<file path="src/rtl/irq_pkg.sv">
package irq_pkg;
  localparam int LVL_W = 3;
  localparam int FC_W  = 3;
  localparam logic [LVL_W-1:0] LVL_TOP = '1;

  function automatic logic [LVL_W-1:0] pins_to_level(input logic [LVL_W-1:0] pins_n);
    return ~pins_n;
  endfunction

  // maskable levels win only above the mask; the top level is handled by edge
  function automatic logic beats_mask(input logic [LVL_W-1:0] lvl,
                                      input logic [LVL_W-1:0] mask);
    return (lvl != LVL_TOP) && (lvl > mask);
  endfunction
endpackage

</file>
<file path="src/rtl/irq_sync.sv">
module irq_sync #(
  parameter int W = 3
) (
  input  logic         clk,
  input  logic         rst_n,
  input  logic [W-1:0] lvl_raw,
  output logic [W-1:0] lvl_flt
);
  logic [W-1:0] smp_a, smp_b;
  logic         agree;

  assign agree = (smp_a == smp_b);

  always_ff @(posedge clk or negedge rst_n) begin
    if (!rst_n) begin
      smp_a   <= '0;
      smp_b   <= '0;
      lvl_flt <= '0;
    end else begin
      smp_a <= lvl_raw;
      smp_b <= smp_a;
      if (agree) lvl_flt <= smp_b;
    end
  end
endmodule

</file>
<file path="src/rtl/irq_arbiter.sv">
module irq_arbiter
  import irq_pkg::*;
(
  input  logic             clk,
  input  logic             rst_n,
  input  logic [LVL_W-1:0] lvl_flt,
  input  logic [LVL_W-1:0] mask,
  input  logic             bus_idle,
  output logic             take,
  output logic [LVL_W-1:0] take_lvl
);
  logic top_armed;
  logic top_req;

  assign top_req  = (lvl_flt == LVL_TOP) && top_armed;
  assign take     = bus_idle && (top_req || beats_mask(lvl_flt, mask));
  assign take_lvl = lvl_flt;

  always_ff @(posedge clk or negedge rst_n) begin
    if (!rst_n)                    top_armed <= 1'b1;
    else if (lvl_flt != LVL_TOP)   top_armed <= 1'b1;
    else if (take)                 top_armed <= 1'b0;
  end

  AST_TOP_ONCE: assert property (@(posedge clk) disable iff (!rst_n)
    (take && lvl_flt == LVL_TOP) |=> !(take && lvl_flt == LVL_TOP));
endmodule

</file>
<file path="src/rtl/irq_ack_fsm.sv">
module irq_ack_fsm
  import irq_pkg::*;
#(
  parameter int ADDR_MSB = 23,
  parameter int VEC_W    = 8
) (
  input  logic              clk,
  input  logic              rst_n,
  input  logic              take,
  input  logic [LVL_W-1:0]  take_lvl,
  input  logic              xfer_ack,
  input  logic              bus_err,
  input  logic [VEC_W-1:0]  data_lo,
  output logic              bus_idle,
  output logic              cyc_strobe,
  output logic [FC_W-1:0]   func_code,
  output logic [ADDR_MSB:1] addr_out,
  output logic              taken_valid,
  output logic              taken_spur,
  output logic [LVL_W-1:0]  taken_level,
  output logic [VEC_W-1:0]  taken_vector
);
  localparam int HI_BITS = ADDR_MSB - LVL_W;

  typedef enum logic {ST_IDLE, ST_ACK} st_t;
  st_t              st;
  logic [LVL_W-1:0] cur_lvl;
  logic             cyc_end;

  assign bus_idle   = (st == ST_IDLE);
  assign cyc_strobe = (st == ST_ACK);
  assign cyc_end    = cyc_strobe && (xfer_ack || bus_err);
  assign func_code  = cyc_strobe ? '1 : '0;
  assign addr_out   = cyc_strobe ? {{HI_BITS{1'b1}}, cur_lvl} : '0;

  always_ff @(posedge clk or negedge rst_n) begin
    if (!rst_n) begin
      st           <= ST_IDLE;
      cur_lvl      <= '0;
      taken_valid  <= 1'b0;
      taken_spur   <= 1'b0;
      taken_level  <= '0;
      taken_vector <= '0;
    end else begin
      taken_valid <= 1'b0;
      taken_spur  <= 1'b0;
      if (bus_idle && take) begin
        st      <= ST_ACK;
        cur_lvl <= take_lvl;
      end else if (cyc_end) begin
        st          <= ST_IDLE;
        taken_level <= cur_lvl;
        if (bus_err) begin
          taken_spur <= 1'b1;
        end else begin
          taken_valid  <= 1'b1;
          taken_vector <= data_lo;
        end
      end
    end
  end

  AST_CYCLE_ENDS: assert property (@(posedge clk) disable iff (!rst_n)
    (cyc_strobe && (xfer_ack || bus_err)) |=> !cyc_strobe);
  AST_STROBE_ONE: assert property (@(posedge clk) disable iff (!rst_n)
    (taken_valid || taken_spur) |=> !(taken_valid || taken_spur));
  AST_ERR_WINS: assert property (@(posedge clk) disable iff (!rst_n)
    (cyc_strobe && bus_err) |=> (taken_spur && !taken_valid));
endmodule

</file>
<file path="src/rtl/irq_ack_unit.sv">
module irq_ack_unit
  import irq_pkg::*;
#(
  parameter int ADDR_MSB = 23,
  parameter int VEC_W    = 8
) (
  input  logic              clk,
  input  logic              rst_n,
  input  logic [2:0]        irq_pins_n,
  input  logic              mask_we,
  input  logic [2:0]        mask_wdata,
  output logic [2:0]        mask_out,
  output logic              cyc_strobe,
  output logic [2:0]        func_code,
  output logic [ADDR_MSB:1] addr_out,
  input  logic [VEC_W-1:0]  data_lo,
  input  logic              xfer_ack,
  input  logic              bus_err,
  output logic              taken_valid,
  output logic              taken_spur,
  output logic [2:0]        taken_level,
  output logic [VEC_W-1:0]  taken_vector
);
  logic [LVL_W-1:0] lvl_raw, lvl_flt, take_lvl, mask_q;
  logic             take, bus_idle;

  assign lvl_raw  = pins_to_level(irq_pins_n);
  assign mask_out = mask_q;

  irq_sync #(.W(LVL_W)) i_sync (
    .clk(clk), .rst_n(rst_n), .lvl_raw(lvl_raw), .lvl_flt(lvl_flt));

  irq_arbiter i_arb (
    .clk(clk), .rst_n(rst_n), .lvl_flt(lvl_flt), .mask(mask_q),
    .bus_idle(bus_idle), .take(take), .take_lvl(take_lvl));

  irq_ack_fsm #(.ADDR_MSB(ADDR_MSB), .VEC_W(VEC_W)) i_fsm (
    .clk(clk), .rst_n(rst_n), .take(take), .take_lvl(take_lvl),
    .xfer_ack(xfer_ack), .bus_err(bus_err), .data_lo(data_lo),
    .bus_idle(bus_idle), .cyc_strobe(cyc_strobe), .func_code(func_code),
    .addr_out(addr_out), .taken_valid(taken_valid), .taken_spur(taken_spur),
    .taken_level(taken_level), .taken_vector(taken_vector));

  always_ff @(posedge clk or negedge rst_n) begin
    if (!rst_n)       mask_q <= LVL_TOP;
    else if (take)    mask_q <= take_lvl;
    else if (mask_we) mask_q <= mask_wdata;
  end

  AST_MASK_RAISED: assert property (@(posedge clk) disable iff (!rst_n)
    $rose(cyc_strobe) |-> (mask_out == addr_out[3:1]));
  AST_ABOVE_MASK: assert property (@(posedge clk) disable iff (!rst_n)
    ($rose(cyc_strobe) && addr_out[3:1] != LVL_TOP) |-> ($past(mask_out) < addr_out[3:1]));
  AST_NO_ZERO_ACK: assert property (@(posedge clk) disable iff (!rst_n)
    cyc_strobe |-> (addr_out[3:1] != 3'd0 && func_code == 3'b111));
  AST_EXCL_STROBES: assert property (@(posedge clk) disable iff (!rst_n)
    !(taken_valid && taken_spur));
endmodule

</file>
<file path="config.mk">
export PLATFORM = sky130hd
export DESIGN_NAME = irq_ack_unit
export DESIGN_NICKNAME = d
export VERILOG_FILES = /design/src/rtl/irq_pkg.sv /design/src/rtl/irq_sync.sv /design/src/rtl/irq_arbiter.sv /design/src/rtl/irq_ack_fsm.sv /design/src/rtl/irq_ack_unit.sv
export SDC_FILE = /design/constraint.sdc
export NUM_CORES = 1
export LEC_CHECK = 0
export BUFFER_PORTS_ARGS = -buffer_cell sky130_fd_sc_hd__buf_4
export CAP_MARGIN = 20
export CORE_MARGIN = 5
export CORE_UTILIZATION = 40
export CTS_CLUSTER_SIZE = 10
export DETAILED_ROUTE_END_ITERATION = 12
export HOLD_SLACK_MARGIN = 0.02
export PLACE_DENSITY_LB_ADDON = 0.1
export RECOVER_POWER = 25
export SLEW_MARGIN = 20
export SYNTH_ARGS = -nofsm -noshare
export SYNTH_HDL_FRONTEND = slang
export SYNTH_SLANG_ARGS = --single-unit
</file>
<file path="constraint.sdc">
create_clock -name clk -period 5.6 [get_ports clk]
set_clock_uncertainty 0.1 [all_clocks]
set_input_delay 0.28 -clock clk [delete_from_list [all_inputs] [get_ports clk]]
set_output_delay 0.28 -clock clk [all_outputs]
set_load 0.02 [all_outputs]
</file>
==> report_table.html, run 1 <==
<table>
<tr><th>Metric</th><th>Value</th></tr>
<tr><th colspan="2">Timing</th></tr>
<tr><td>RSZ-0062 raised after global routing</td><td>false</td></tr>
<tr><td>Actual transition at the worst max-transition pin</td><td>1.538 ns</td></tr>
<tr><td>WHS</td><td>0.06083 ns</td></tr>
<tr><td>Part of the cycle the worst path needs</td><td>0.3609</td></tr>
<tr><td>Upper clock frequency limit</td><td>0.4947 GHz</td></tr>
<tr><td>Hold violation count in the final report</td><td>0</td></tr>
<tr><td>Setup violators final</td><td>0</td></tr>
<tr><td>Worst setup slack after layout</td><td>3.579 ns</td></tr>
<tr><td>Final sum of negative setup slack</td><td>0 ns</td></tr>
<tr><td>Headroom to the max-slew limit</td><td>-0.02520</td></tr>
<tr><td>Count of final max-slew check failures</td><td>31</td></tr>
<tr><td>Min cycle time layout</td><td>2.021 ns</td></tr>
<tr><th colspan="2">Outcome</th></tr>
<tr><td>Outcome</td><td>finished with violations</td></tr>
<tr><td>Violations in the final reports</td><td>max-capacitance violations, max-slew violations</td></tr>
<tr><th colspan="2">Worst setup path</th></tr>
<tr><td>Slowest CP cell</td><td>sky130_fd_sc_hd__clkbuf_1</td></tr>
<tr><td>Number of buffer and inverter stages on the critical path</td><td>2</td></tr>
<tr><td>Worst path max stage delay</td><td>1.11 ns</td></tr>
<tr><td>Ordered cell list for the critical path</td><td>dlygate4sd3_1, clkbuf_1</td></tr>
<tr><td>Crit Path Max Fanout</td><td>30</td></tr>
<tr><td>Total number of cells along the worst setup path</td><td>2</td></tr>
<tr><td>Top cell family by delay on the critical path</td><td>buffers and inverters</td></tr>
<tr><td>Data required, critical path</td><td>5.50 ns</td></tr>
<tr><td>Path type of the worst setup path</td><td>primary input to async pin</td></tr>
<tr><td>Type of element capturing the critical path</td><td>async pin</td></tr>
<tr><td>Startpoint types</td><td>primary input</td></tr>
<tr><td>Critical path arrival</td><td>1.92 ns</td></tr>
<tr><td>Depth of the worst register-to-register path</td><td>6</td></tr>
<tr><th colspan="2">Routing</th></tr>
<tr><td>First drt pass iteration count</td><td>4</td></tr>
<tr><td>Vias after detailed routing</td><td>1060</td></tr>
<tr><td>Number of remaining DRC errors</td><td>0</td></tr>
<tr><td>Remaining antenna violation count</td><td>0</td></tr>
<tr><td>WL/cell</td><td>11.85 um</td></tr>
<tr><td>Wirelength, routed</td><td>2.820 mm</td></tr>
<tr><td>Violation count after the first detailed-route iteration</td><td>50</td></tr>
<tr><td>Routed via count divided by cell count</td><td>4.454</td></tr>
<tr><th colspan="2">Clock network</th></tr>
<tr><td>Number of cells upsized or downsized after cts</td><td>0</td></tr>
<tr><td>Worst-skew pair later-pin latency</td><td>0.28 ns</td></tr>
<tr><td>Post-CTS setup repair buffer count</td><td>0</td></tr>
<tr><td>Clock net sink count</td><td>30</td></tr>
<tr><td>Total clock buffers created by CTS</td><td>5</td></tr>
<tr><td>Clock root cell</td><td>sky130_fd_sc_hd__clkbuf_8</td></tr>
<tr><td>CTS Hold Buffers Added</td><td>1</td></tr>
<tr><td>Number of buffers on the longest clock path</td><td>2</td></tr>
<tr><td>CTS tree</td><td>done</td></tr>
<tr><td>H-tree depth reported by CTS</td><td>2</td></tr>
<tr><td>Clock edge transition at the registers on the reported setup and hold paths</td><td>0.06 ns</td></tr>
<tr><th colspan="2">Global route</th></tr>
<tr><td>Global-route wire length before repair</td><td>4.767 mm</td></tr>
<tr><td>Number of global-route vias before repair</td><td>1044</td></tr>
<tr><td>Antenna violations before repair</td><td>0</td></tr>
<tr><td>Largest net degree at the start of global routing</td><td>42</td></tr>
<tr><td>Overflow left after global routing</td><td>0</td></tr>
<tr><td>GR Util All Layers</td><td>0.1204</td></tr>
<tr><th colspan="2">Finish</th></tr>
<tr><td>Register area</td><td>757.0 um2</td></tr>
<tr><td>Layout cells sized above 1</td><td>0.4316</td></tr>
<tr><td>Multi-input gate area in the final layout</td><td>490.5 um2</td></tr>
<tr><td>Area of all placed cells without fillers</td><td>1927 um2</td></tr>
<tr><td>Area growth, synth to finish</td><td>30.18%</td></tr>
<tr><td>Total inserted antenna cells</td><td>0</td></tr>
<tr><td>Fillers</td><td>354</td></tr>
<tr><td>Post-layout nets</td><td>211</td></tr>
<tr><th colspan="2">Logic synthesis</th></tr>
<tr><td>Synth Cell Area</td><td>1480 um2</td></tr>
<tr><td>Most used standard cell by instance count after synthesis</td><td>sky130_fd_sc_hd__nand2_1</td></tr>
<tr><td>Dominant combinational cell family by area after synthesis</td><td>buffers and inverters</td></tr>
<tr><td>Top cells by instance count after synthesis</td><td>sky130_fd_sc_hd__nand2_1, sky130_fd_sc_hd__dfrtp_1, sky130_fd_sc_hd__buf_4</td></tr>
<tr><td>Number of flops mapped to enable cells by yosys</td><td>0</td></tr>
<tr><td>Net count after synthesis</td><td>165</td></tr>
<tr><td>Simple-gate area share of the yosys netlist</td><td>0.1175</td></tr>
<tr><td>Number of instances in the synthesized netlist</td><td>143</td></tr>
<tr><td>FF+latch count, synth</td><td>30</td></tr>
<tr><td>Xor-xnor portion of the synthesized cell area</td><td>0.01775</td></tr>
<tr><td>Fraction of synthesis flops using an asynchronous set or reset pin</td><td>1.000</td></tr>
<tr><td>Largest area contributor in the netlist</td><td>sky130_fd_sc_hd__dfrtp_1</td></tr>
<tr><td>Adder-Cell Fraction of Synth Area</td><td>0.02536</td></tr>
<tr><td>Mux cell area share after synthesis</td><td>0.05833</td></tr>
<tr><td>Compound-gate portion of the synthesized area</td><td>0.1124</td></tr>
<tr><td>Flip-flop cell with the highest count after synthesis</td><td>sky130_fd_sc_hd__dfrtp_1</td></tr>
<tr><td>Top cells by area, synth</td><td>sky130_fd_sc_hd__dfrtp_1, sky130_fd_sc_hd__buf_4, sky130_fd_sc_hd__nand2_1</td></tr>
<tr><td>Post-synth cell types</td><td>30</td></tr>
<tr><td>Warning count from the yosys run</td><td>0</td></tr>
<tr><td>Mapped Avg Cell Area</td><td>10.35 um2</td></tr>
<tr><td>Register area share after synthesis</td><td>0.5106</td></tr>
<tr><td>Synth top area share</td><td>0.4396</td></tr>
<tr><th colspan="2">Die</th></tr>
<tr><td>Area of the core</td><td>3633 um2</td></tr>
<tr><td>Die Width</td><td>70.83 um</td></tr>
<tr><td>Starting Density</td><td>0.4074</td></tr>
<tr><td>Die area</td><td>5017 um2</td></tr>
<tr><td>Number of cell rows</td><td>22</td></tr>
<tr><td>Top-Level Pins</td><td>62</td></tr>
<tr><td>Y dimension of the die</td><td>70.83 um</td></tr>
<tr><th colspan="2">Min path</th></tr>
<tr><td>Hold/Removal Path Class</td><td>primary input to register</td></tr>
<tr><td>Hold Path Cell Cnt</td><td>2</td></tr>
<tr><th colspan="2">Pwr</th></tr>
<tr><td>Leakage Power</td><td>1.002 nW</td></tr>
<tr><td>Power Dens Cells</td><td>658.0 nW/um2</td></tr>
<tr><td>Maximum vdd drop</td><td>0.2585 mV</td></tr>
<tr><th colspan="2">Placement</th></tr>
<tr><td>Post-detailed-placement cell area</td><td>1817 um2</td></tr>
<tr><td>Post-detailed-placement half-perimeter wirelength</td><td>2.121 mm</td></tr>
<tr><td>Routability congestion estimate from global placement</td><td>0.7627</td></tr>
<tr><td>IO buf count</td><td>61</td></tr>
<tr><td>Placement-stage worst setup slack</td><td>3.412 ns</td></tr>
<tr><th colspan="2">Job</th></tr>
<tr><td>Count of max-cap constraint violations</td><td>1</td></tr>
</table>
registers in the layout, indices dropped and copies added (netlist names):
register / count
i_fsm.taken_vector: 8
i_fsm.cur_lvl: 3
i_fsm.taken_level: 3
i_sync.lvl_flt: 3
i_sync.smp_a: 3
i_sync.smp_b: 3
mask_out: 3
i_arb.top_armed: 1
i_fsm.cyc_strobe: 1
i_fsm.taken_spur: 1
i_fsm.taken_valid: 1
cell usage in the layout (no fill, tap or decap), types with 2 or more instances in the layout:
cell / instances
sky130_fd_sc_hd__clkbuf_8: 5
sky130_fd_sc_hd__inv_1: 13
sky130_fd_sc_hd__dfrtp_1: 25
sky130_fd_sc_hd__buf_4: 57
sky130_fd_sc_hd__clkbuf_1: 2
sky130_fd_sc_hd__dfstp_2: 4
sky130_fd_sc_hd__a21oi_1: 5
sky130_fd_sc_hd__clkinv_2: 2
sky130_fd_sc_hd__o211ai_1: 3
sky130_fd_sc_hd__nand4_1: 2
sky130_fd_sc_hd__dlygate4sd3_1: 3
sky130_fd_sc_hd__o41ai_1: 3
sky130_fd_sc_hd__o311ai_1: 2
sky130_fd_sc_hd__nand2_1: 33
sky130_fd_sc_hd__mux2_2: 5
sky130_fd_sc_hd__clkbuf_4: 3
sky130_fd_sc_hd__mux2i_1: 3
sky130_fd_sc_hd__ha_1: 3
sky130_fd_sc_hd__xor2_1: 2
routing by layer:
layer / global-route usage / wire length, um / vias to the layer above
li1: - / - / 543
met1: 0.1358 / 1115 / 489
met2: 0.1946 / 1458 / 24
met3: 0.05398 / 195 / 4
met4: 0.05637 / 50 / 0
met5: 0 / 0 / -
per-stage QoR:
stage               utilization  std cells  total power (W)
floorplan                     -        143        0.0009329
global placement         0.5000        227         0.001113
detailed placement       0.5000        227         0.001125
CTS                      0.5255        236         0.001293
global route             0.5303        238         0.001362
finish                   0.5303        238         0.001268
report_power, final:
| part | switching, W | leakage, nW | internal (W) | total, W |
|---|---|---|---|---|
| sequential | 0.0000889 | 0.351 | 0.000307 | 0.000396 |
| clock | 0.0000751 | 0.0450 | 0.0000858 | 0.000161 |
| combinational | 0.000391 | 0.606 | 0.000320 | 0.000711 |
| total | 0.000555 | 1.00 | 0.000713 | 0.00127 |
area by class of cell:
cell class | count | share of cell area
repair buffers | 64 | 0.2513
clock buffers | 6 | 0.03766
multi-input cells | 74 | 0.2545
inverters | 14 | 0.02727
flip-flops and latches | 30 | 0.3929
clock inverters | 2 | 0.005195
well taps | 48 | 0.03117
logic make-up after synthesis:
kind of cell,after synthesis
XOR/XNOR,3
buffers and inverters,39
adder cells (fa/ha/maj),3
AND/OR/NAND/NOR,40
AO/OA/AOI/OAI,20
flip-flops,30
multiplexers,8
worst paths after layout:
path / from / endpoint / slack (ns)
hold / removal: irq_pins_n[0] / i_sync.smp_a[0] / 0.06
setup reg to reg: mask_out[2] / i_fsm.cur_lvl[1] / 3.63
min in group asynchronous: rst_n / i_fsm.taken_vector[3] / 0.82
max in group clk: mask_out[2] / i_fsm.cur_lvl[1] / 3.63
hold reg to reg: i_sync.smp_a[0] / i_sync.smp_b[0] / 0.30
setup / recovery: rst_n / i_fsm.cyc_strobe / 3.58
Power figures use the tool's default switching activity.
==> run 2: changes to the inputs <==
clock period = 1.75 ns   (was 5.6 ns; I/O delays follow)
==> report_table.html, run 2 (synthesis results as in run 1) <==
<table>
<tr><th>Metric</th><th>Value</th></tr>
<tr><th colspan="2">Placement</th></tr>
<tr><td>Post-detailed-placement cell area</td><td>1941 um2 (+6.8%)</td></tr>
<tr><td>Routability congestion estimate from global placement</td><td>0.8039 (+5.4%)</td></tr>
<tr><td>Placed Instances</td><td>240 (+5.7%)</td></tr>
<tr><td>Post-detailed-placement half-perimeter wirelength</td><td>2.444 mm (+15%)</td></tr>
<tr><td>IO buf count</td><td>61 (unchanged)</td></tr>
<tr><td>Placement-stage worst setup slack</td><td>-0.1075 ns (-3.519 ns)</td></tr>
<tr><th colspan="2">Pwr</th></tr>
<tr><td>Leakage Power</td><td>1.136 nW (+13%)</td></tr>
<tr><td>Net Switching</td><td>0.002024 W (+260%)</td></tr>
<tr><td>Maximum vdd drop</td><td>0.8701 mV (+240%)</td></tr>
<tr><td>Combinational fraction of design power</td><td>0.644 (+0.083)</td></tr>
<tr><td>Power share of the clock group</td><td>0.112 (-0.015)</td></tr>
<tr><td>Power Dens Cells</td><td>2092 nW/um2 (+220%)</td></tr>
<tr><td>Switching fraction of total power</td><td>0.4335 (-0.004061)</td></tr>
<tr><td>Share of total power in sequential cells</td><td>0.245 (-0.067)</td></tr>
<tr><td>Design internal power</td><td>0.002646 W (+270%)</td></tr>
<tr><th colspan="2">Timing</th></tr>
<tr><td>Hold violation count in the final report</td><td>0 (unchanged)</td></tr>
<tr><td>Worst setup slack after layout</td><td>-0.05282 ns (-3.632 ns)</td></tr>
<tr><td>Part of the cycle the worst path needs</td><td>1.030</td></tr>
<tr><td>Final sum of negative setup slack</td><td>-0.3006 ns (-0.3006 ns)</td></tr>
<tr><td>Count of final max-slew check failures</td><td>0 (-100%)</td></tr>
<tr><td>Headroom to the max-slew limit</td><td>0.5162 (+0.5414)</td></tr>
<tr><td>RSZ-0062 raised after global routing</td><td>true</td></tr>
<tr><td>Actual transition at the worst max-transition pin</td><td>0.7256 ns (-0.8122 ns)</td></tr>
<tr><td>Setup violators final</td><td>7 (+7)</td></tr>
<tr><td>Upper clock frequency limit</td><td>0.5547 GHz</td></tr>
<tr><td>Min cycle time layout</td><td>1.803 ns</td></tr>
<tr><th colspan="2">Worst setup path</th></tr>
<tr><td>Endpoint of the worst setup timing path</td><td>mask_out[1]</td></tr>
<tr><td>Data required, critical path</td><td>1.86 ns (-3.64 ns)</td></tr>
<tr><td>Critical path arrival</td><td>1.91 ns (about the same)</td></tr>
<tr><td>Register-to-register path setup slack</td><td>-0.05 ns (-3.68 ns)</td></tr>
<tr><td>Path type of the worst setup path</td><td>register to register</td></tr>
<tr><td>Startpoint of the most critical register-to-register path</td><td>mask_out[2]</td></tr>
<tr><td>Endpoint of the worst register-to-register path</td><td>mask_out[1]</td></tr>
<tr><td>Crit Path Max Fanout</td><td>5 (-83%)</td></tr>
<tr><td>Ordered cell list for the critical path</td><td>inv_2, ha_4, and3_4, a31o_4, o21a_4, buf_6, a21oi_2</td></tr>
<tr><td>Startpoint types</td><td>register</td></tr>
<tr><td>Slowest CP cell</td><td>sky130_fd_sc_hd__dfstp_2</td></tr>
<tr><td>Worst path max stage delay</td><td>0.54 ns (-0.57 ns)</td></tr>
<tr><td>CP Launch Point</td><td>mask_out[2]</td></tr>
<tr><td>Type of element capturing the critical path</td><td>register</td></tr>
<tr><td>Depth of the worst register-to-register path</td><td>7 (+1)</td></tr>
<tr><th colspan="2">Finish</th></tr>
<tr><td>Count of placed standard cells in the final layout, fillers left out</td><td>261 (+9.7%)</td></tr>
<tr><td>Post-layout util</td><td>0.6143 (+0.08402)</td></tr>
<tr><td>Area growth, synth to finish</td><td>50.80%</td></tr>
<tr><td>Post-layout nets</td><td>234 (+11%)</td></tr>
<tr><td>Layout cells sized above 1</td><td>0.5117 (+0.08016)</td></tr>
<tr><td>Largest register FFs</td><td>8 (unchanged)</td></tr>
<tr><td>Most common cell after layout, fill and taps aside</td><td>sky130_fd_sc_hd__buf_4</td></tr>
<tr><td>Total inserted antenna cells</td><td>0 (unchanged)</td></tr>
<tr><td>Area of all placed cells without fillers</td><td>2232 um2 (+16%)</td></tr>
<tr><td>Reg with most FFs</td><td>i_fsm.taken_vector</td></tr>
<tr><td>Most frequent cells in the layout</td><td>sky130_fd_sc_hd__buf_4, sky130_fd_sc_hd__nand2_1, sky130_fd_sc_hd__dfrtp_1</td></tr>
<tr><th colspan="2">Clock network</th></tr>
<tr><td>Worst-skew pair later-pin latency</td><td>0.27 ns (about the same)</td></tr>
<tr><td>Clock root cell</td><td>sky130_fd_sc_hd__clkbuf_8</td></tr>
<tr><td>Total clock buffers created by CTS</td><td>5 (unchanged)</td></tr>
<tr><td>Clock edge transition at the registers on the reported setup and hold paths</td><td>0.06 ns (about the same)</td></tr>
<tr><td>Number of buffers on the longest clock path</td><td>2 (unchanged)</td></tr>
<tr><td>Clock net sink count</td><td>30 (unchanged)</td></tr>
<tr><td>CTS tree</td><td>done</td></tr>
<tr><td>H-tree depth reported by CTS</td><td>2 (unchanged)</td></tr>
<tr><th colspan="2">Routing</th></tr>
<tr><td>Violation count after the first detailed-route iteration</td><td>33 (-34%)</td></tr>
<tr><td>WL/cell</td><td>13.11 um (+11%)</td></tr>
<tr><td>Vias after detailed routing</td><td>1214 (+15%)</td></tr>
<tr><td>Number of remaining DRC errors</td><td>0 (unchanged)</td></tr>
<tr><td>Remaining antenna violation count</td><td>0 (unchanged)</td></tr>
<tr><td>Wirelength, routed</td><td>3.421 mm (+21%)</td></tr>
<tr><td>First drt pass iteration count</td><td>4 (unchanged)</td></tr>
<tr><td>Routed via count divided by cell count</td><td>4.651 (+4.4%)</td></tr>
<tr><th colspan="2">Outcome</th></tr>
<tr><td>Outcome</td><td>finished with violations</td></tr>
<tr><td>Violations in the final reports</td><td>negative setup slack</td></tr>
<tr><th colspan="2">Die</th></tr>
<tr><td>Starting Density</td><td>0.4074 (unchanged)</td></tr>
<tr><td>Number of cell rows</td><td>22 (unchanged)</td></tr>
<tr><td>Area of the core</td><td>3633 um2 (unchanged)</td></tr>
<tr><td>Y dimension of the die</td><td>70.83 um (unchanged)</td></tr>
<tr><td>Die Width</td><td>70.83 um (unchanged)</td></tr>
<tr><td>Top-Level Pins</td><td>62 (unchanged)</td></tr>
<tr><td>Die area</td><td>5017 um2 (unchanged)</td></tr>
<tr><th colspan="2">Global route</th></tr>
<tr><td>Overflow left after global routing</td><td>0 (unchanged)</td></tr>
<tr><td>GR Util All Layers</td><td>0.1450 (+0.02462)</td></tr>
<tr><td>Number of global-route vias before repair</td><td>1239 (+19%)</td></tr>
<tr><td>Antenna violations before repair</td><td>0 (unchanged)</td></tr>
<tr><td>Global-route wire length before repair</td><td>5.733 mm (+20%)</td></tr>
<tr><td>Largest net degree at the start of global routing</td><td>31 (-26%)</td></tr>
<tr><th colspan="2">Job</th></tr>
<tr><td>Count of max-cap constraint violations</td><td>0 (-1)</td></tr>
<tr><th colspan="2">Min path</th></tr>
<tr><td>Hold/Removal Path Class</td><td>primary input to register</td></tr>
</table>
## run 2: cell count changes in the layout (fill, tap and decap cells not counted), sizes merged
cell,before,now
buf,57,70
dlygate4sd3,3,13
## run 2: power groups by stage
stage	sequential, W	combinational, W	clock, W
after floorplan	0.00142	0.00160	0
after global placement	0.00114	0.00271	0
after detailed placement	0.00115	0.00276	0
after CTS	0.00114	0.00291	0.000541
after global routing	0.00118	0.00322	0.000573
final	0.00114	0.00301	0.000522
## run 2: worst min path at each step
stage | startpoint | endpoint | slack, ns | cells after the start
floorplan | rst_n | i_fsm.cur_lvl[0] | -0.31 | 0
global placement | rst_n | i_fsm.taken_spur | -0.06 | 1
detailed placement | rst_n | i_fsm.taken_spur | -0.06 | 1
CTS | mask_wdata[0] | mask_out[0] | 0.04 | 3
global route | mask_wdata[0] | mask_out[0] | 0.06 | 3
finish | mask_wdata[0] | mask_out[0] | 0.06 | 3
## run 2: worst max-delay path, delay by kind of cell, from the launching register on
kind / cells / cell delay, ns
adder cells (fa/ha/maj): 1 / 0.21
AND/OR/NAND/NOR: 1 / 0.17
flip-flops: 1 / 0.54
buffers and inverters: 2 / 0.17
AO/OA/AOI/OAI: 3 / 0.55
## run 2: through the flow
stage          power (W)  hold WS [ns]
5_1_grt         0.004971       0.06487
3_5_place_dp    0.003911      -0.06142
3_3_place_gp    0.003854      -0.06331
6_report        0.004670       0.05653
2_1_floorplan   0.003025       -0.3081
4_1_cts         0.004596       0.04168
## run 2: cell type report
class                   instances  area (um2)
clock buffers                   6       72.57
clock inverters                 2       10.01
fillers                       319        1401
inverters                      14       52.55
multi-input cells              74       593.1
flip-flops and latches         30       757.0
well taps                      48       60.06
repair buffers                 87       686.9
## run 2: repair_timing
action                                  in CTS  in global routing
hold buffers                                13                  0
pin swaps                                    5                  7
endpoints found under the setup margin       7                  7
gates resized for setup                      8                  5
hold endpoints to repair                    42                  0
buffers inserted                             0                  0
## run 2: per-layer routing
metal  routed length (um)  global-route usage
met1                 1324              0.1608
met2                 1754              0.2523
met3                  276             0.04830
met4                   65             0.06263
met5                    0                   0
==> run 3: changes to the inputs <==
--- a/constraint.sdc
+++ b/constraint.sdc
@@ -3,3 +3,3 @@
 set_input_delay 0.0875 -clock clk [delete_from_list [all_inputs] [get_ports clk]]
 set_output_delay 0.0875 -clock clk [all_outputs]
-set_load 0.02 [all_outputs]
+set_load 0.01 [all_outputs]
==> report_table.html, run 3 (synthesis results as in run 1) <==
<table>
<tr><th>Metric</th><th>Value</th></tr>
<tr><th colspan="2">Timing</th></tr>
<tr><td>Min cycle time layout</td><td>1.845 ns (+0.04247 ns)</td></tr>
<tr><td>Hold violation count in the final report</td><td>0 (unchanged)</td></tr>
<tr><td>Part of the cycle the worst path needs</td><td>1.054 (+0.02427)</td></tr>
<tr><td>Setup violators final</td><td>6 (-1)</td></tr>
<tr><td>Headroom to the max-slew limit</td><td>0.5138 (-0.002441)</td></tr>
<tr><td>Actual transition at the worst max-transition pin</td><td>0.7293 ns (+0.003661 ns)</td></tr>
<tr><td>Final sum of negative setup slack</td><td>-0.4336 ns (-0.1330 ns)</td></tr>
<tr><td>Upper clock frequency limit</td><td>0.5419 GHz (-2.3%)</td></tr>
<tr><td>WHS</td><td>0.05421 ns (-0.002327 ns)</td></tr>
<tr><td>Count of final max-slew check failures</td><td>0 (unchanged)</td></tr>
<tr><td>RSZ-0062 raised after global routing</td><td>true</td></tr>
<tr><td>Worst setup slack after layout</td><td>-0.09530 ns (-0.04247 ns)</td></tr>
<tr><th colspan="2">Pwr</th></tr>
<tr><td>Leakage Power</td><td>1.131 nW (-0.41%)</td></tr>
<tr><td>Switching fraction of total power</td><td>0.3895 (-0.04394)</td></tr>
<tr><td>Design internal power</td><td>0.002647 W (about the same)</td></tr>
<tr><td>Share of total power in sequential cells</td><td>0.264 (+0.019)</td></tr>
<tr><td>Net Switching</td><td>0.001689 W (-17%)</td></tr>
<tr><td>Power share of the clock group</td><td>0.130 (+0.018)</td></tr>
<tr><td>Power Dens Cells</td><td>1953 nW/um2 (-6.7%)</td></tr>
<tr><td>Maximum vdd drop</td><td>0.9386 mV (+7.9%)</td></tr>
<tr><td>Combinational fraction of design power</td><td>0.606 (-0.038)</td></tr>
<tr><th colspan="2">Clock network</th></tr>
<tr><td>Total clock buffers created by CTS</td><td>5 (unchanged)</td></tr>
<tr><td>CTS tree</td><td>done</td></tr>
<tr><td>Clock root cell</td><td>sky130_fd_sc_hd__clkbuf_8</td></tr>
<tr><td>Worst-skew pair later-pin latency</td><td>0.28 ns (about the same)</td></tr>
<tr><td>Clock edge transition at the registers on the reported setup and hold paths</td><td>0.07 ns (about the same)</td></tr>
<tr><td>Number of buffers on the longest clock path</td><td>2 (unchanged)</td></tr>
<tr><td>H-tree depth reported by CTS</td><td>2 (unchanged)</td></tr>
<tr><td>Clock net sink count</td><td>30 (unchanged)</td></tr>
<tr><th colspan="2">Finish</th></tr>
<tr><td>Post-layout nets</td><td>232 (-0.85%)</td></tr>
<tr><td>Most common cell after layout, fill and taps aside</td><td>sky130_fd_sc_hd__buf_4</td></tr>
<tr><td>Post-layout util</td><td>0.6112 (-0.003099)</td></tr>
<tr><td>Area growth, synth to finish</td><td>50.04%</td></tr>
<tr><td>Total inserted antenna cells</td><td>0 (unchanged)</td></tr>
<tr><td>Reg with most FFs</td><td>i_fsm.taken_vector</td></tr>
<tr><td>Largest register FFs</td><td>8 (unchanged)</td></tr>
<tr><td>Fillers</td><td>329 (+3.1%)</td></tr>
<tr><td>Layout cells sized above 1</td><td>0.5024 (-0.009367)</td></tr>
<tr><td>Count of placed standard cells in the final layout, fillers left out</td><td>259 (-0.77%)</td></tr>
<tr><td>Most frequent cells in the layout</td><td>sky130_fd_sc_hd__buf_4, sky130_fd_sc_hd__nand2_1, sky130_fd_sc_hd__dfrtp_1</td></tr>
<tr><th colspan="2">Global route</th></tr>
<tr><td>Largest net degree at the start of global routing</td><td>31 (unchanged)</td></tr>
<tr><td>Overflow left after global routing</td><td>0 (unchanged)</td></tr>
<tr><td>Antenna violations before repair</td><td>0 (unchanged)</td></tr>
<tr><td>Global-route wire length before repair</td><td>5.727 mm (-0.10%)</td></tr>
<tr><td>GR Util All Layers</td><td>0.1432 (-0.001826)</td></tr>
<tr><td>Number of global-route vias before repair</td><td>1227 (-0.97%)</td></tr>
<tr><th colspan="2">Placement</th></tr>
<tr><td>Routability congestion estimate from global placement</td><td>0.8200 (+2.0%)</td></tr>
<tr><td>Placed Instances</td><td>237 (-1.3%)</td></tr>
<tr><td>Post-detailed-placement half-perimeter wirelength</td><td>2.337 mm (-4.4%)</td></tr>
<tr><td>IO buf count</td><td>61 (unchanged)</td></tr>
<tr><td>Placement-stage worst setup slack</td><td>-0.1370 ns (-0.02953 ns)</td></tr>
<tr><th colspan="2">Outcome</th></tr>
<tr><td>Outcome</td><td>finished with violations</td></tr>
<tr><td>Violations in the final reports</td><td>negative setup slack</td></tr>
<tr><th colspan="2">Min path</th></tr>
<tr><td>Hold/Removal Path Class</td><td>primary input to register</td></tr>
<tr><th colspan="2">Routing</th></tr>
<tr><td>Remaining antenna violation count</td><td>0 (unchanged)</td></tr>
<tr><td>WL/cell</td><td>13.74 um (+4.8%)</td></tr>
<tr><td>Number of remaining DRC errors</td><td>0 (unchanged)</td></tr>
<tr><td>Wirelength, routed</td><td>3.559 mm (+4.0%)</td></tr>
<tr><td>Routed via count divided by cell count</td><td>4.606 (-0.97%)</td></tr>
<tr><td>First drt pass iteration count</td><td>4 (unchanged)</td></tr>
<tr><td>Violation count after the first detailed-route iteration</td><td>52 (+58%)</td></tr>
<tr><td>Vias after detailed routing</td><td>1193 (-1.7%)</td></tr>
<tr><th colspan="2">Die</th></tr>
<tr><td>Number of cell rows</td><td>22 (unchanged)</td></tr>
<tr><td>Die area</td><td>5017 um2 (unchanged)</td></tr>
<tr><td>Y dimension of the die</td><td>70.83 um (unchanged)</td></tr>
<tr><td>Area of the core</td><td>3633 um2 (unchanged)</td></tr>
<tr><td>Starting Density</td><td>0.4074 (unchanged)</td></tr>
<tr><td>Top-Level Pins</td><td>62 (unchanged)</td></tr>
<tr><td>Die Width</td><td>70.83 um (unchanged)</td></tr>
<tr><th colspan="2">Worst setup path</th></tr>
<tr><td>Top cell family by delay on the critical path</td><td>compound AO/OA/AOI/OAI gates</td></tr>
<tr><td>Startpoint types</td><td>register</td></tr>
<tr><td>Number of buffer and inverter stages on the critical path</td><td>1 (-1)</td></tr>
<tr><td>Slowest CP cell</td><td>sky130_fd_sc_hd__dfstp_2</td></tr>
<tr><td>Crit Path Max Fanout</td><td>4 (-1)</td></tr>
<tr><td>Path type of the worst setup path</td><td>register to register</td></tr>
<tr><td>Data required, critical path</td><td>1.80 ns (-0.06 ns)</td></tr>
<tr><td>Type of element capturing the critical path</td><td>register</td></tr>
<tr><td>Ordered cell list for the critical path</td><td>inv_2, ha_4, and3_4, a31o_4, o211ai_1, o311ai_4</td></tr>
<tr><td>Worst path max stage delay</td><td>0.54 ns (about the same)</td></tr>
<tr><td>Critical path arrival</td><td>1.89 ns (-0.02 ns)</td></tr>
<tr><th colspan="2">Job</th></tr>
<tr><td>Count of max-cap constraint violations</td><td>0 (unchanged)</td></tr>
</table>
[run 3: cell types whose count changed in the layout (fill, tap and decap cells not counted), sizes merged]
cell and change:
clkbuf +1, buf -2, clkinv -1
[run 3: worst reg2reg max path: cells and delay by family (launching register included)]
family,cells,cell delay (ns)
compound gates,3,0.65
flops,1,0.54
fa+ha+maj,1,0.21
simple gates,1,0.17
buf+inv,1,0.04
[run 3: what timing repair did]
item / CTS / global route
endpoints found under the setup margin: 7 / 7
hold endpoints to repair: 42 / 0
setup buffers: 1 / 0
gates resized for setup: 9 / 6
pin swaps: 7 / 4
hold buffers: 13 / 0
[run 3: path summary, 6_finish.rpt]
path	start	endpoint	slack, ns	depth (start not counted)
min in group asynchronous	rst_n	i_fsm.taken_level[0]	0.30	2
max	mask_out[2]	i_fsm.cur_lvl[2]	-0.1	6
min	mask_wdata[1]	mask_out[1]	0.05	3
min reg2reg	i_sync.smp_a[2]	i_sync.smp_b[2]	0.29	0
max reg2reg	mask_out[2]	i_fsm.cur_lvl[2]	-0.1	6
max in group asynchronous	rst_n	i_sync.smp_b[2]	0.78	2
[run 3: through the flow]
step                      cell area, um2  power [W]
after floorplan                     1505   0.002642
after global placement              1917   0.003377
after detailed placement            1917   0.003423
after CTS                           2185   0.004205
after global routing                2221   0.004653
final                               2221   0.004337
[run 3: cell type report]
type	count	area, um2	area share
flip-flops and latches	30	755.7	0.3403
inverters	14	52.55	0.02366
clock buffers	7	86.33	0.03887
multi-input cells	74	589.3	0.2654
well taps	48	60.06	0.02704
clock inverters	1	5.005	0.002254
repair buffers	85	671.9	0.3025
[run 3: power by group through the flow]
stage | registers [W] | logic (W) | clock network (W)
after global placement | 0.00114 | 0.00224 | 0
after floorplan | 0.00128 | 0.00136 | 0
after CTS | 0.00115 | 0.00248 | 0.000581
after global routing | 0.00118 | 0.00286 | 0.000614
after detailed placement | 0.00115 | 0.00227 | 0
final | 0.00114 | 0.00263 | 0.000564
[run 3: routing by layer]
layer,global-route usage,wire length (um),vias to the layer above
li1,-,-,583
met4,0.05637,120,0
met1,0.1677,1389,557
met5,0,0,-
met2,0.2348,1786,42
met3,0.05682,263,11
